<file path="src/rtl/sup_pkg.sv">
package sup_pkg;

  typedef enum logic [2:0] {
    ST_RUN     = 3'd0,
    ST_DEGR    = 3'd1,
    ST_BACKOFF = 3'd2,
    ST_LATCH   = 3'd3,
    ST_WARN    = 3'd4,
    ST_RST     = 3'd5
  } sup_state_e;

  typedef enum logic [3:0] {
    CA_NONE      = 4'd0,
    CA_WD_EARLY  = 4'd1,
    CA_WD_LATE   = 4'd2,
    CA_WD_UNHLTH = 4'd3,
    CA_EXT       = 4'd4,
    CA_ESCALATE  = 4'd5,
    CA_DEGRADE   = 4'd6,
    CA_BO_WARN   = 4'd7,
    CA_BO_RESET  = 4'd8,
    CA_SVC_CLEAR = 4'd9
  } cause_e;

  // One-hot-or-zero outcome of a watchdog window.
  typedef struct packed {
    logic ok;
    logic early;
    logic late;
    logic unhealthy;
  } wd_verdict_t;

endpackage

</file>
<file path="src/rtl/sup_wdog.sv">
module sup_wdog
  import sup_pkg::*;
#(
  parameter int WIN_OPEN  = 64,
  parameter int WIN_CLOSE = 256,
  parameter int CNT_W     = 16
) (
  input  logic             clk,
  input  logic             rst_n,
  input  logic             en,
  input  logic             heartbeat,
  input  logic             deadline_miss,
  input  logic             sample_stb,
  input  logic             update_stb,
  input  logic             feed,
  output wd_verdict_t      verdict,
  output logic [CNT_W-1:0] dl_miss_cnt,
  output logic [CNT_W-1:0] hb_miss_cnt
);

  localparam int WC_W = $clog2(WIN_CLOSE + 1);
  localparam logic [WC_W-1:0]  OPEN_V  = WC_W'(WIN_OPEN);
  localparam logic [WC_W-1:0]  CLOSE_V = WC_W'(WIN_CLOSE);
  localparam logic [CNT_W-1:0] CNT_MAX = {CNT_W{1'b1}};

  logic [WC_W-1:0] cnt_q;
  logic hb_q, smp_q, upd_q, dl_q;
  logic hb_any, healthy, win_end;

  // Evidence includes pulses in the cycle of the feed itself.
  assign hb_any  = hb_q | heartbeat;
  assign healthy = hb_any & (smp_q | sample_stb) & (upd_q | update_stb)
                 & ~(dl_q | deadline_miss);

  always_comb begin
    verdict = '0;
    if (en) begin
      if (cnt_q >= CLOSE_V)     verdict.late      = 1'b1;
      else if (feed) begin
        if (cnt_q < OPEN_V)     verdict.early     = 1'b1;
        else if (healthy)       verdict.ok        = 1'b1;
        else                    verdict.unhealthy = 1'b1;
      end
    end
  end

  assign win_end = verdict.ok | verdict.early | verdict.late | verdict.unhealthy;

  always_ff @(posedge clk) begin
    if (!rst_n || !en || win_end) begin
      cnt_q <= '0;
      hb_q  <= 1'b0;
      smp_q <= 1'b0;
      upd_q <= 1'b0;
      dl_q  <= 1'b0;
    end else begin
      cnt_q <= cnt_q + 1'b1;
      hb_q  <= hb_q  | heartbeat;
      smp_q <= smp_q | sample_stb;
      upd_q <= upd_q | update_stb;
      dl_q  <= dl_q  | deadline_miss;
    end
  end

  always_ff @(posedge clk) begin
    if (!rst_n) begin
      dl_miss_cnt <= '0;
      hb_miss_cnt <= '0;
    end else begin
      if (deadline_miss && dl_miss_cnt != CNT_MAX)
        dl_miss_cnt <= dl_miss_cnt + 1'b1;
      if (win_end && !hb_any && hb_miss_cnt != CNT_MAX)
        hb_miss_cnt <= hb_miss_cnt + 1'b1;
    end
  end

endmodule

</file>
<file path="src/rtl/sup_fsm.sv">
module sup_fsm
  import sup_pkg::*;
#(
  parameter int BACKOFF_CYC = 128,
  parameter int MAX_RETRY   = 3,
  localparam int RT_W       = $clog2(MAX_RETRY + 1)
) (
  input  logic            clk,
  input  logic            rst_n,
  input  wd_verdict_t     verdict,
  input  logic            ext_fault,
  input  logic            degrade_req,
  input  logic            svc_clear,
  input  logic            bo_warn,
  input  logic            bo_reset,
  output sup_state_e      state,
  output logic [RT_W-1:0] retry_cnt,
  output logic            degraded,
  output logic            log_en,
  output cause_e          log_cause
);

  localparam int BO_W = $clog2(BACKOFF_CYC + 1);
  localparam logic [BO_W-1:0] BO_LAST = BO_W'(BACKOFF_CYC - 1);
  localparam logic [RT_W-1:0] RT_MAX  = RT_W'(MAX_RETRY);

  sup_state_e      state_q, state_d;
  logic [BO_W-1:0] boc_q, boc_d;
  logic [RT_W-1:0] retry_q, retry_d;
  logic            degr_q, degr_d;
  logic            wd_fault;
  sup_state_e      resume;

  assign wd_fault = verdict.early | verdict.late | verdict.unhealthy;
  assign resume   = degr_q ? ST_DEGR : ST_RUN;

  always_comb begin
    state_d   = state_q;
    boc_d     = boc_q;
    retry_d   = retry_q;
    degr_d    = degr_q;
    log_en    = 1'b0;
    log_cause = CA_NONE;
    if (bo_reset) begin
      if (state_q != ST_RST) begin
        log_en    = 1'b1;
        log_cause = CA_BO_RESET;
      end
      state_d = ST_RST;
      boc_d   = '0;
      retry_d = '0;
      degr_d  = 1'b0;
    end else if (state_q == ST_RST) begin
      state_d = ST_BACKOFF;
      boc_d   = '0;
    end else if (bo_warn && state_q != ST_LATCH) begin
      if (state_q != ST_WARN) begin
        log_en    = 1'b1;
        log_cause = CA_BO_WARN;
      end
      state_d = ST_WARN;
    end else begin
      case (state_q)
        ST_WARN: begin
          state_d = ST_BACKOFF;
          boc_d   = '0;
        end
        ST_RUN, ST_DEGR: begin
          if (verdict.ok) retry_d = '0;
          if (wd_fault || ext_fault) begin
            log_en = 1'b1;
            if (retry_q >= RT_MAX) begin
              state_d   = ST_LATCH;
              log_cause = CA_ESCALATE;
            end else begin
              state_d   = ST_BACKOFF;
              boc_d     = '0;
              retry_d   = retry_q + 1'b1;
              log_cause = verdict.early     ? CA_WD_EARLY  :
                          verdict.late      ? CA_WD_LATE   :
                          verdict.unhealthy ? CA_WD_UNHLTH : CA_EXT;
            end
          end else if (degrade_req && state_q == ST_RUN) begin
            state_d   = ST_DEGR;
            degr_d    = 1'b1;
            log_en    = 1'b1;
            log_cause = CA_DEGRADE;
          end
        end
        ST_BACKOFF: begin
          if (boc_q == BO_LAST) state_d = resume;
          else                  boc_d   = boc_q + 1'b1;
        end
        ST_LATCH: begin
          if (svc_clear) begin
            state_d   = ST_RUN;
            retry_d   = '0;
            degr_d    = 1'b0;
            log_en    = 1'b1;
            log_cause = CA_SVC_CLEAR;
          end
        end
        default: state_d = ST_RUN;
      endcase
    end
  end

  always_ff @(posedge clk) begin
    if (!rst_n) begin
      state_q <= ST_RUN;
      boc_q   <= '0;
      retry_q <= '0;
      degr_q  <= 1'b0;
    end else begin
      state_q <= state_d;
      boc_q   <= boc_d;
      retry_q <= retry_d;
      degr_q  <= degr_d;
    end
  end

  assign state     = state_q;
  assign retry_cnt = retry_q;
  assign degraded  = degr_q;

endmodule

</file>
<file path="src/rtl/sup_evlog.sv">
module sup_evlog
  import sup_pkg::*;
#(
  parameter int SEQ_W = 16,
  parameter int TS_W  = 32
) (
  input  logic             clk,
  input  logic             rst_n,
  input  logic             log_en,
  input  cause_e           cause,
  output logic [SEQ_W-1:0] seq,
  output logic [3:0]       cause_rec,
  output logic [TS_W-1:0]  ts_rec,
  output logic             commit
);

  localparam logic [SEQ_W-1:0] SEQ_MAX = {SEQ_W{1'b1}};

  logic [TS_W-1:0] tbase_q;

  always_ff @(posedge clk) begin
    if (!rst_n) begin
      tbase_q   <= '0;
      seq       <= '0;
      cause_rec <= CA_NONE;
      ts_rec    <= '0;
      commit    <= 1'b0;
    end else begin
      tbase_q <= tbase_q + 1'b1;
      commit  <= log_en;
      if (log_en) begin
        if (seq != SEQ_MAX) seq <= seq + 1'b1;
        cause_rec <= cause;
        ts_rec    <= tbase_q;
      end
    end
  end

endmodule

</file>
<file path="src/rtl/loop_supervisor.sv">
module loop_supervisor
  import sup_pkg::*;
#(
  parameter int WIN_OPEN    = 64,
  parameter int WIN_CLOSE   = 256,
  parameter int BACKOFF_CYC = 128,
  parameter int MAX_RETRY   = 3,
  parameter int SEQ_W       = 16,
  parameter int TS_W        = 32,
  parameter int CNT_W       = 16
) (
  input  logic                             clk,
  input  logic                             rst_n,
  input  logic                             heartbeat_i,
  input  logic                             deadline_miss_i,
  input  logic                             sample_stb_i,
  input  logic                             update_stb_i,
  input  logic                             feed_i,
  input  logic                             ext_fault_i,
  input  logic                             degrade_i,
  input  logic                             svc_clear_i,
  input  logic                             bo_warn_i,
  input  logic                             bo_reset_i,
  output logic [2:0]                       state_o,
  output logic                             safe_req_o,
  output logic                             sys_reset_o,
  output logic                             degraded_o,
  output logic [$clog2(MAX_RETRY+1)-1:0]   retry_cnt_o,
  output logic [SEQ_W-1:0]                 evt_seq_o,
  output logic [3:0]                       evt_cause_o,
  output logic [TS_W-1:0]                  evt_ts_o,
  output logic                             evt_commit_o,
  output logic [CNT_W-1:0]                 dl_miss_cnt_o,
  output logic [CNT_W-1:0]                 hb_miss_cnt_o
);

  wd_verdict_t verdict;
  sup_state_e  state;
  logic        wd_en;
  logic        log_en;
  cause_e      log_cause;

  assign wd_en = (state == ST_RUN) || (state == ST_DEGR);

  sup_wdog #(
    .WIN_OPEN (WIN_OPEN),
    .WIN_CLOSE(WIN_CLOSE),
    .CNT_W    (CNT_W)
  ) u_wdog (
    .clk          (clk),
    .rst_n        (rst_n),
    .en           (wd_en),
    .heartbeat    (heartbeat_i),
    .deadline_miss(deadline_miss_i),
    .sample_stb   (sample_stb_i),
    .update_stb   (update_stb_i),
    .feed         (feed_i),
    .verdict      (verdict),
    .dl_miss_cnt  (dl_miss_cnt_o),
    .hb_miss_cnt  (hb_miss_cnt_o)
  );

  sup_fsm #(
    .BACKOFF_CYC(BACKOFF_CYC),
    .MAX_RETRY  (MAX_RETRY)
  ) u_fsm (
    .clk        (clk),
    .rst_n      (rst_n),
    .verdict    (verdict),
    .ext_fault  (ext_fault_i),
    .degrade_req(degrade_i),
    .svc_clear  (svc_clear_i),
    .bo_warn    (bo_warn_i),
    .bo_reset   (bo_reset_i),
    .state      (state),
    .retry_cnt  (retry_cnt_o),
    .degraded   (degraded_o),
    .log_en     (log_en),
    .log_cause  (log_cause)
  );

  sup_evlog #(
    .SEQ_W(SEQ_W),
    .TS_W (TS_W)
  ) u_evlog (
    .clk      (clk),
    .rst_n    (rst_n),
    .log_en   (log_en),
    .cause    (log_cause),
    .seq      (evt_seq_o),
    .cause_rec(evt_cause_o),
    .ts_rec   (evt_ts_o),
    .commit   (evt_commit_o)
  );

  assign state_o     = state;
  assign safe_req_o  = (state == ST_WARN) || (state == ST_BACKOFF) ||
                       (state == ST_LATCH) || (state == ST_RST);
  assign sys_reset_o = (state == ST_RST);

endmodule

</file>
<file path="config.mk">
export PLATFORM = sky130hd
export DESIGN_NAME = loop_supervisor
export DESIGN_NICKNAME = d
export VERILOG_FILES = /design/src/rtl/sup_pkg.sv /design/src/rtl/sup_wdog.sv /design/src/rtl/sup_fsm.sv /design/src/rtl/sup_evlog.sv /design/src/rtl/loop_supervisor.sv
export SDC_FILE = /design/constraint.sdc
export NUM_CORES = 1
export LEC_CHECK = 0
export BUFFER_PORTS_ARGS = -buffer_cell sky130_fd_sc_hd__buf_2
export CORE_MARGIN = 1.5
export CORE_UTILIZATION = 50
export CTS_CLUSTER_SIZE = 30
export DETAILED_ROUTE_END_ITERATION = 12
export PLACE_DENSITY_LB_ADDON = 0.1
export SKIP_CTS_REPAIR_TIMING = 1
export SYNTH_ARGS = -nofsm -noshare
export SYNTH_HDL_FRONTEND = slang
export SYNTH_HIERARCHICAL = 1
export SYNTH_SLANG_ARGS = --single-unit
</file>
<file path="constraint.sdc">
create_clock -name clk -period 4.6 [get_ports clk]
set_input_delay 1.38 -clock clk [delete_from_list [all_inputs] [get_ports clk]]
set_output_delay 1.38 -clock clk [all_outputs]
set_load 0.01 [all_outputs]
</file>
Word level (Yosys, flattened, before mapping):

Index checks and enable logic that the tools add are counted.

* mux-type cells: 56
* reductions and logical operators: 27
* magnitude comparators: 3
* bitwise gates (word level): 16
* eq/ne operators: 24
* $add $sub $neg: 7

Operators with widths (count)
* adder 16 x 1 -> 16 bit, second input constant: 3
* inequality test 16 bit, second input constant: 3
* two-way mux 4 bit: 10
* adder 32 x 1 -> 32 bit, second input constant: 1
* two-way mux 3 bit: 10
* two-way mux 8 bit: 3
* one-hot mux 8 bit (3 select lines): 1
* two-way mux 1 bit: 21
* two-way mux 2 bit: 6
* one-hot mux 3 bit (4 select lines): 1
* adder 9 x 1 -> 9 bit, second input constant: 1
* greater-or-equal comparator 9 bit, second input constant: 1
* less-than comparator 9 x 7 -> 1 bit, second input constant: 1
* OR 1 bit: 9
* adder 8 x 1 -> 8 bit, second input constant: 1
* equality test 8 x 7 -> 1 bit, second input constant: 1
* inequality test 2 bit, second input constant: 4
* one-hot mux 4 bit (2 select lines): 1
* logical OR 1 bit: 7
* equality test 3 x 2 -> 1 bit, second input constant: 2
* equality test 3 bit, second input constant: 2
* inequality test 3 bit, second input constant: 2
* inequality test 6 x 3 -> 1 bit, second input constant: 1
* AND reduction 3 bit: 2
* other kinds (25): 39

* logic and storage cells: 150
* bits of input ports: 12
* flip-flop bits (word level): 144
* output and inout port bits: 93

Longest topological paths before layout:

Gate-level depths: netlist of run 1.

* word-level depth: 18
* gate-level depth with buffers: 13
* gate-level depth less buffers: 13

Modules after synthesis:

Netlist of run 1, hierarchy kept.

Modules (own cells, without submodules)
* sup_evlog: sequential area each 1701.6 um^2, times used 1, cells an instance 380, area an instance 3547.2 um^2
* sup_wdog: sequential area each 900.9 um^2, times used 1, cells an instance 246, area an instance 2187.1 um^2
* sup_fsm: sequential area each 280.3 um^2, times used 1, cells an instance 139, area an instance 1051.0 um^2
* loop_supervisor: sequential area each 0.0 um^2, times used 1, cells an instance 3, area an instance 21.3 um^2

Worst setup path before layout of run 1:

OpenSTA, ideal clock, no wires.

* kind: input port to flip-flop
* from: input update_stb_i
* to: register u_evlog.seq[9]
* slack: 0.764 ns
* data required time: 4.530 ns
* data arrival time: 3.766 ns
* setup time: 0.070 ns
* cell stages on the path: 12
* cells stage by stage: nor2_1 > nor2_1 > a21oi_1 > or4_4 > a21oi_2 > nor3_1 > nor2b_1 > o21ai_0 > and3_1 > nand4_2 > or4_1 > a21oi_1

RTL lines
* start, declared: line loop_supervisor.sv:17 `input logic update_stb_i,`
* end signal, assigned: line sup_evlog.sv:32 `if (seq != SEQ_MAX) seq <= seq + 1'b1;`
* end, declared: line sup_evlog.sv:11 `output logic [SEQ_W-1:0] seq,`

==> impl_metrics.csv, run 1 <==
group,metric,value,unit
worst_setup_path,worstPathArrival,4.17,ns
clock_network,cts_inserted_buffers,17,
worst_setup_path,critPathLaunch,"update_stb_i",
synthesis,synth-simple-area-share,0.2910,
worst_setup_path,cp-start-kind,"input port",
die,placementRows,42,
worst_setup_path,cp-end-kind,"flip-flop",
clock_network,path_clk_slew,0.06,ns
synthesis,async_flop_share,0,
global_routing,grt.overflow.total,0,
pwr,clockPowerShare,0.481,
layout,area_growth_syn_to_layout,18.20,%
routing,totalWireLength,15.16,mm
timing,tightest_slew,1.159,ns
synthesis,synth_top_family_by_area,"simple AND/OR/NAND/NOR gates",
min_path,hp-class,"reg -> reg",
worst_setup_path,critPathRequiredTime,4.94,ns
timing,slew_viol_final,0,
die,start_util,0.5140,
timing,tns,0,ns
clock_network,htree_levels,4,
pwr,p_comb_frac,0.064,
global_routing,grt_pass1_wl,25.29,mm
die,die_h,119.7,um
synthesis,synth_top_area_cell,"dfxtp_1",
synthesis,synthFlopType,"dfxtp_1",
synthesis,postSynthAreaPerCell,8.863,um2
routing,drc,0,
pwr,p_seq_frac,0.454,
timing,fin_crit,3.837,ns
synthesis,synth-edff-count,0,
job,maxCapViolations,0,
min_path,hold_path_depth,2,
timing,finClkSkew,0.007654,ns
global_routing,antenna_found_initial,0,
synthesis,ys_seq_elements,144,
timing,final-setup-viol-count,0,
worst_setup_path,endpoint,"u_evlog/seq[15]",
die,die_width,119.7,um
worst_setup_path,r2r_slack,0.84,ns
worst_setup_path,critPathKind,"in -> reg",
routing,via_count,6008,
place,port_buffers,104,
pwr,swShare,0.2345,
synthesis,synth-compound-area-share,0.1193,
place,postPlaceCellArea,7456,um2
worst_setup_path,reg2reg_depth,13,
synthesis,ys_warn_count,6,
timing,slew_headroom,0.2236,
synthesis,syn-cell-area,6807,um2
layout,fin_nets,886,
clock_network,cts_tree,"yes",
routing,vias_per_cell,5.695,
synthesis,syn_inst,768,
global_routing,grt_usage,0.2148,
timing,finalCritPeriodShare,0.8342,
worst_setup_path,cp_max_fo,8,
synthesis,yosysMostFrequentCell,"dfxtp_1",
synthesis,synth_xor_area_frac,0.05018,
die,coreArea,13240,um2
clock_network,cts-root-buf,"clkbuf_16",
global_routing,grt_pass1_vias,5426,
layout,diodes,0,
clock_network,clkSinkCount,144,
pwr,leakage,0.003301,uW
synthesis,synth_common_cells,"dfxtp_1, nor2_1, nand2_1, a21oi_1, mux2i_1",
layout,drive_above_1_share,0.2014,
pwr,pwr_density_cell,351.6,nW/um2
clock_network,insertion_delay,0.42,ns
worst_setup_path,r2r-end,"u_evlog/seq[15]",
routing,drtPass1Iterations,5,
routing,ant_nets,0,
pwr,p_sw,663.4,uW
synthesis,synth.top_cell.area_share,0.4235,
synthesis,synth_fa_ha_area_frac,0.01471,
synthesis,ys_seq_area_frac,0.4235,
synthesis,synthTopCellsByArea,"dfxtp_1, mux2i_1, nor2_1",
synthesis,ys_types,70,
outcome,status,"completed",
global_routing,grt_max_degree,51,
die,num_io_pins,105,
routing,first_iter_violations,443,
timing,rsz0062_at_grt,"false",
place,place_congestion,0.8190,
synthesis,synth_nets,788,
pwr,p_int,2165,uW
pwr,max-vdd-ir-drop,0.0002298,V
layout,stdcell_area,8045,um2
timing,fmax,260.6,MHz
synthesis,synthMuxAreaShare,0.06912,
worst_setup_path,reg2reg_from,"u_fsm/state[1]",
clock_network,cts_max_path_buffers,2,
die,die_area,14320,um2
place,dp_hpwl,10.62,mm
routing,wl_per_cell,14.37,um
timing,hold_viol,0,
## layout make-up
cell class	instances	area [um2]
tap	176	220.2
clock inverter	11	128.9
timing repair buffer	110	565.5
fill	1199	5197
clock buffer	21	460.4
multi-input combinational	574	3716
inverter	19	71.32
sequential	144	2883
## power by group through the flow
stage,Sequential (uW),Combinational [uW],Clock [uW]
floorplan,1310,126,0
global placement,1310,178,0
detailed placement,1310,181,0
CTS,1280,182,1390
global route,1290,199,1450
finish,1290,182,1360
## worst max-delay path, stage by stage
cell and delay [ns]:
buf_2 0.09, nor2_1 0.17, nor2_1 0.07, a21oi_1 0.40
or4_4 0.25, a21oi_2 0.04, nor3_1 0.24, nor2b_1 0.12
o21ai_4 0.17, and3_1 0.26, nand4_2 0.24, or4_1 0.56
a21oi_1 0.16
## how the worst min path moves through the flow
stage	start	to	slack (ns)
after floorplan	u_wdog/smp_q	u_wdog/smp_q	0.44
after global placement	u_wdog/smp_q	u_wdog/smp_q	0.45
after detailed placement	u_evlog/tbase_q[31]	u_evlog/tbase_q[31]	0.46
after CTS	u_evlog/tbase_q[31]	u_evlog/tbase_q[31]	0.47
after global routing	u_wdog/dl_q	u_wdog/dl_q	0.50
final	u_wdog/smp_q	u_wdog/smp_q	0.47
## logic make-up after synthesis
| group | count (synthesis) |
|---|---|
| AOI/OAI and AO/OA | 127 |
| xor gates and xnor gates | 39 |
| adders and majority gates | 8 |
| buffers and inverters | 50 |
| DFF | 144 |
| muxes | 47 |
| and+or+nand+nor | 353 |
## per-layer routing
metal  vias up  global-route usage  wire length, um
li1       2975                   -                -
met1      2860              0.2882             7131
met2       165              0.3452             7021
met3         8             0.05798              878
met4         0             0.05208              129
met5         -                   0                0
## layout by cell type, fill, tap and decap left out, types with 17 or more instances in the layout
cell type	count
a21oi_1	48
o21ai_0	27
inv_1	17
buf_2	104
nor3_1	17
nand3_1	42
dfxtp_1	144
nand4_1	19
clkbuf_16	17
nor2_1	106
nand2_1	50
xnor2_1	21
mux2i_1	47
xor2_1	18
## per-stage QoR
| stage | utilization | hold slack, ns | setup slack (ns) | std cells | total power [uW] |
|---|---|---|---|---|---|
| 2_1_floorplan | - | 0.4361 | 0.7637 | 768 | 1438 |
| 3_3_place_gp | 0.5630 | 0.4536 | 0.4864 | 1023 | 1489 |
| 3_5_place_dp | 0.5630 | 0.4621 | 0.3228 | 1023 | 1493 |
| 4_1_cts | 0.6075 | 0.4747 | 0.7297 | 1055 | 2861 |
| 5_1_grt | 0.6075 | 0.5000 | 0.5345 | 1055 | 2935 |
| 6_report | 0.6075 | 0.4658 | 0.7628 | 1055 | 2829 |
## state kept, by name, indices dropped and copies added (netlist names)
register	flops
u_wdog/smp_q	1
u_evlog/tbase_q	32
u_wdog/cnt_q	9
u_fsm/boc_q	8
u_evlog/cause_rec	4
u_wdog/hb_q	1
u_fsm/degraded	1
u_fsm/retry_cnt	2
u_wdog/upd_q	1
u_evlog/ts_rec	32
u_fsm/state	3
u_wdog/dl_q	1
u_evlog/commit	1
u_wdog/dl_miss_cnt	16
u_evlog/seq	16
u_wdog/hb_miss_cnt	16
Note: power is estimated with default switching activity, not from simulation.
==> run 2, diff against run 1 <==
==> constraint.sdc (replaced) <==
create_clock -name clk -period 3.65 [get_ports clk]
set_input_delay 1.095 -clock clk [delete_from_list [all_inputs] [get_ports clk]]
set_output_delay 1.095 -clock clk [all_outputs]
set_load 0.01 [all_outputs]
==> run 2 against run 1 <==
Against the previous run:
- die area unchanged
- via count up 0.35%
- sequential share of layout area down 0.22 points
- worst setup slack worse by 0.34 ns
- clock skew up 0.0023 ns
- total power up 26%
- hold slack about the same
- sequential power up 26%
==> impl_metrics.csv, run 2 (synthesis results as in run 1) <==
group,metric,value,unit
outcome,status,"completed",
timing,finClkSkew,0.009912,ns
routing,drtPass1Iterations,5,
worst_setup_path,critPathKind,"in -> reg",
worst_setup_path,reg2reg_depth,13,
layout,largestRegisters,"u_evlog/tbase_q x32, u_evlog/ts_rec x32",
pwr,max-vdd-ir-drop,0.0002900,V
clock_network,path_clk_slew,0.06,ns
global_routing,grt_usage,0.2150,
layout,fin_nets,893,
pwr,clockPowerShare,0.479,
layout,drive_above_1_share,0.2059,
timing,tns,0,ns
worst_setup_path,reg2reg_from,"u_fsm/state[1]",
routing,drc,0,
die,die_width,119.7,um
global_routing,grt_pass1_wl,25.26,mm
routing,wl_per_cell,14.59,um
worst_setup_path,critPathRequiredTime,3.99,ns
worst_setup_path,cp_max_fo,8,
worst_setup_path,cp-start-kind,"input port",
place,port_buffers,104,
global_routing,grt.overflow.total,0,
die,die_h,119.7,um
pwr,leakage,0.003339,uW
clock_network,cts_tree,"yes",
min_path,min_from,"u_wdog/smp_q",
clock_network,cts_max_path_buffers,2,
timing,slew_viol_final,0,
routing,vias_per_cell,5.688,
timing,hold_viol,0,
place,place_congestion,0.8240,
layout,area_growth_syn_to_layout,18.92,%
routing,via_count,6029,
min_path,whs_endpoint,"u_wdog/smp_q",
timing,final-setup-viol-count,0,
global_routing,antenna_found_initial,0,
routing,first_iter_violations,438,
worst_setup_path,cp-end-kind,"flip-flop",
routing,ant_nets,0,
worst_setup_path,r2r_slack,0.51,ns
layout,final_cell_mix,"dfxtp_1, nor2_1, buf_2, nand2_1, a21oi_1",
worst_setup_path,worstPathArrival,3.57,ns
pwr,p_comb_frac,0.068,
layout,nFillCells,1201,
layout,diodes,0,
pwr,p_int,2751,uW
timing,hold_ws,0.4661,ns
timing,fmax,310.1,MHz
routing,totalWireLength,15.46,mm
timing,rsz0062_at_grt,"false",
worst_setup_path,r2r-end,"u_evlog/seq[9]",
pwr,total_power,3568,uW
job,maxCapViolations,0,
timing,finalCritPeriodShare,0.8835,
pwr,pwr_density_cell,440.8,nW/um2
global_routing,grt_pass1_vias,5465,
clock_network,clkSinkCount,144,
clock_network,htree_levels,4,
clock_network,insertion_delay,0.41,ns
die,placementRows,42,
pwr,p_seq_frac,0.453,
die,coreArea,13240,um2
timing,slew_headroom,0.2184,
place,dp_hpwl,10.67,mm
layout,final_common_cell,"dfxtp_1",
pwr,swShare,0.2289,
die,start_util,0.5140,
die,die_area,14320,um2
layout,final_core_utilization,0.6112,
min_path,hp-class,"reg -> reg",
pwr,p_sw,816.7,uW
clock_network,cts-root-buf,"clkbuf_16",
timing,tightest_slew,1.167,ns
global_routing,grt_max_degree,51,
timing,fin_crit,3.225,ns
min_path,hold_path_depth,2,
die,num_io_pins,105,
clock_network,cts_inserted_buffers,17,
## run 2: stage by stage
stage	instance area, um2	cells	setup WS (ns)
final	8094	1060	0.4253
after global routing	8094	1060	0.1683
after CTS	8094	1060	0.4749
after detailed placement	7521	1030	0.03050
after global placement	7521	1030	0.1205
after floorplan	6807	768	0.09866
## run 2: final cells by class
| cell class | count | area, um2 | area share |
|---|---|---|---|
| clock buffer | 19 | 432.9 | 0.05349 |
| inverter | 19 | 71.32 | 0.008811 |
| clock inverter | 11 | 140.1 | 0.01731 |
| sequential | 144 | 2883 | 0.3562 |
| multi-input combinational | 574 | 3716 | 0.4591 |
| tap | 176 | 220.2 | 0.02721 |
| timing repair buffer | 117 | 630.6 | 0.07791 |
## run 2: power by group through the flow
stage	registers, uW	logic, uW	clock network, uW
final	1620	243	1710
after global routing	1620	266	1810
after CTS	1620	242	1740
after detailed placement	1650	241	0
after global placement	1650	236	0
after floorplan	1650	159	0
## run 2: worst max-delay path, cell delays in order
cell	delay, ns
buf_2	0.09
nor2_1	0.13
nor3_1	0.08
a21oi_1	0.22
or4_4	0.18
a21oi_2	0.04
nor3_1	0.22
nor2b_1	0.12
o21ai_4	0.18
and3_1	0.26
nand4_2	0.22
or4_1	0.57
a21oi_1	0.15
## run 2: how the worst max path moves through the flow
stage / from / cells past startpoint / endpoint
floorplan: update_stb_i / 12 / u_evlog/seq[9]
global placement: sample_stb_i / 13 / u_evlog/seq[9]
detailed placement: sample_stb_i / 13 / u_evlog/seq[9]
CTS: sample_stb_i / 13 / u_evlog/seq[9]
global route: sample_stb_i / 13 / u_evlog/seq[9]
finish: sample_stb_i / 13 / u_evlog/seq[9]
## run 2: metal layers
metal | track usage | up-vias | routed length (um)
li1 | - | 2987 | -
met4 | 0.07217 | 0 | 127
met1 | 0.2912 | 2864 | 7427
met3 | 0.04800 | 10 | 808
met5 | 0 | - | 0
met2 | 0.3402 | 168 | 7099
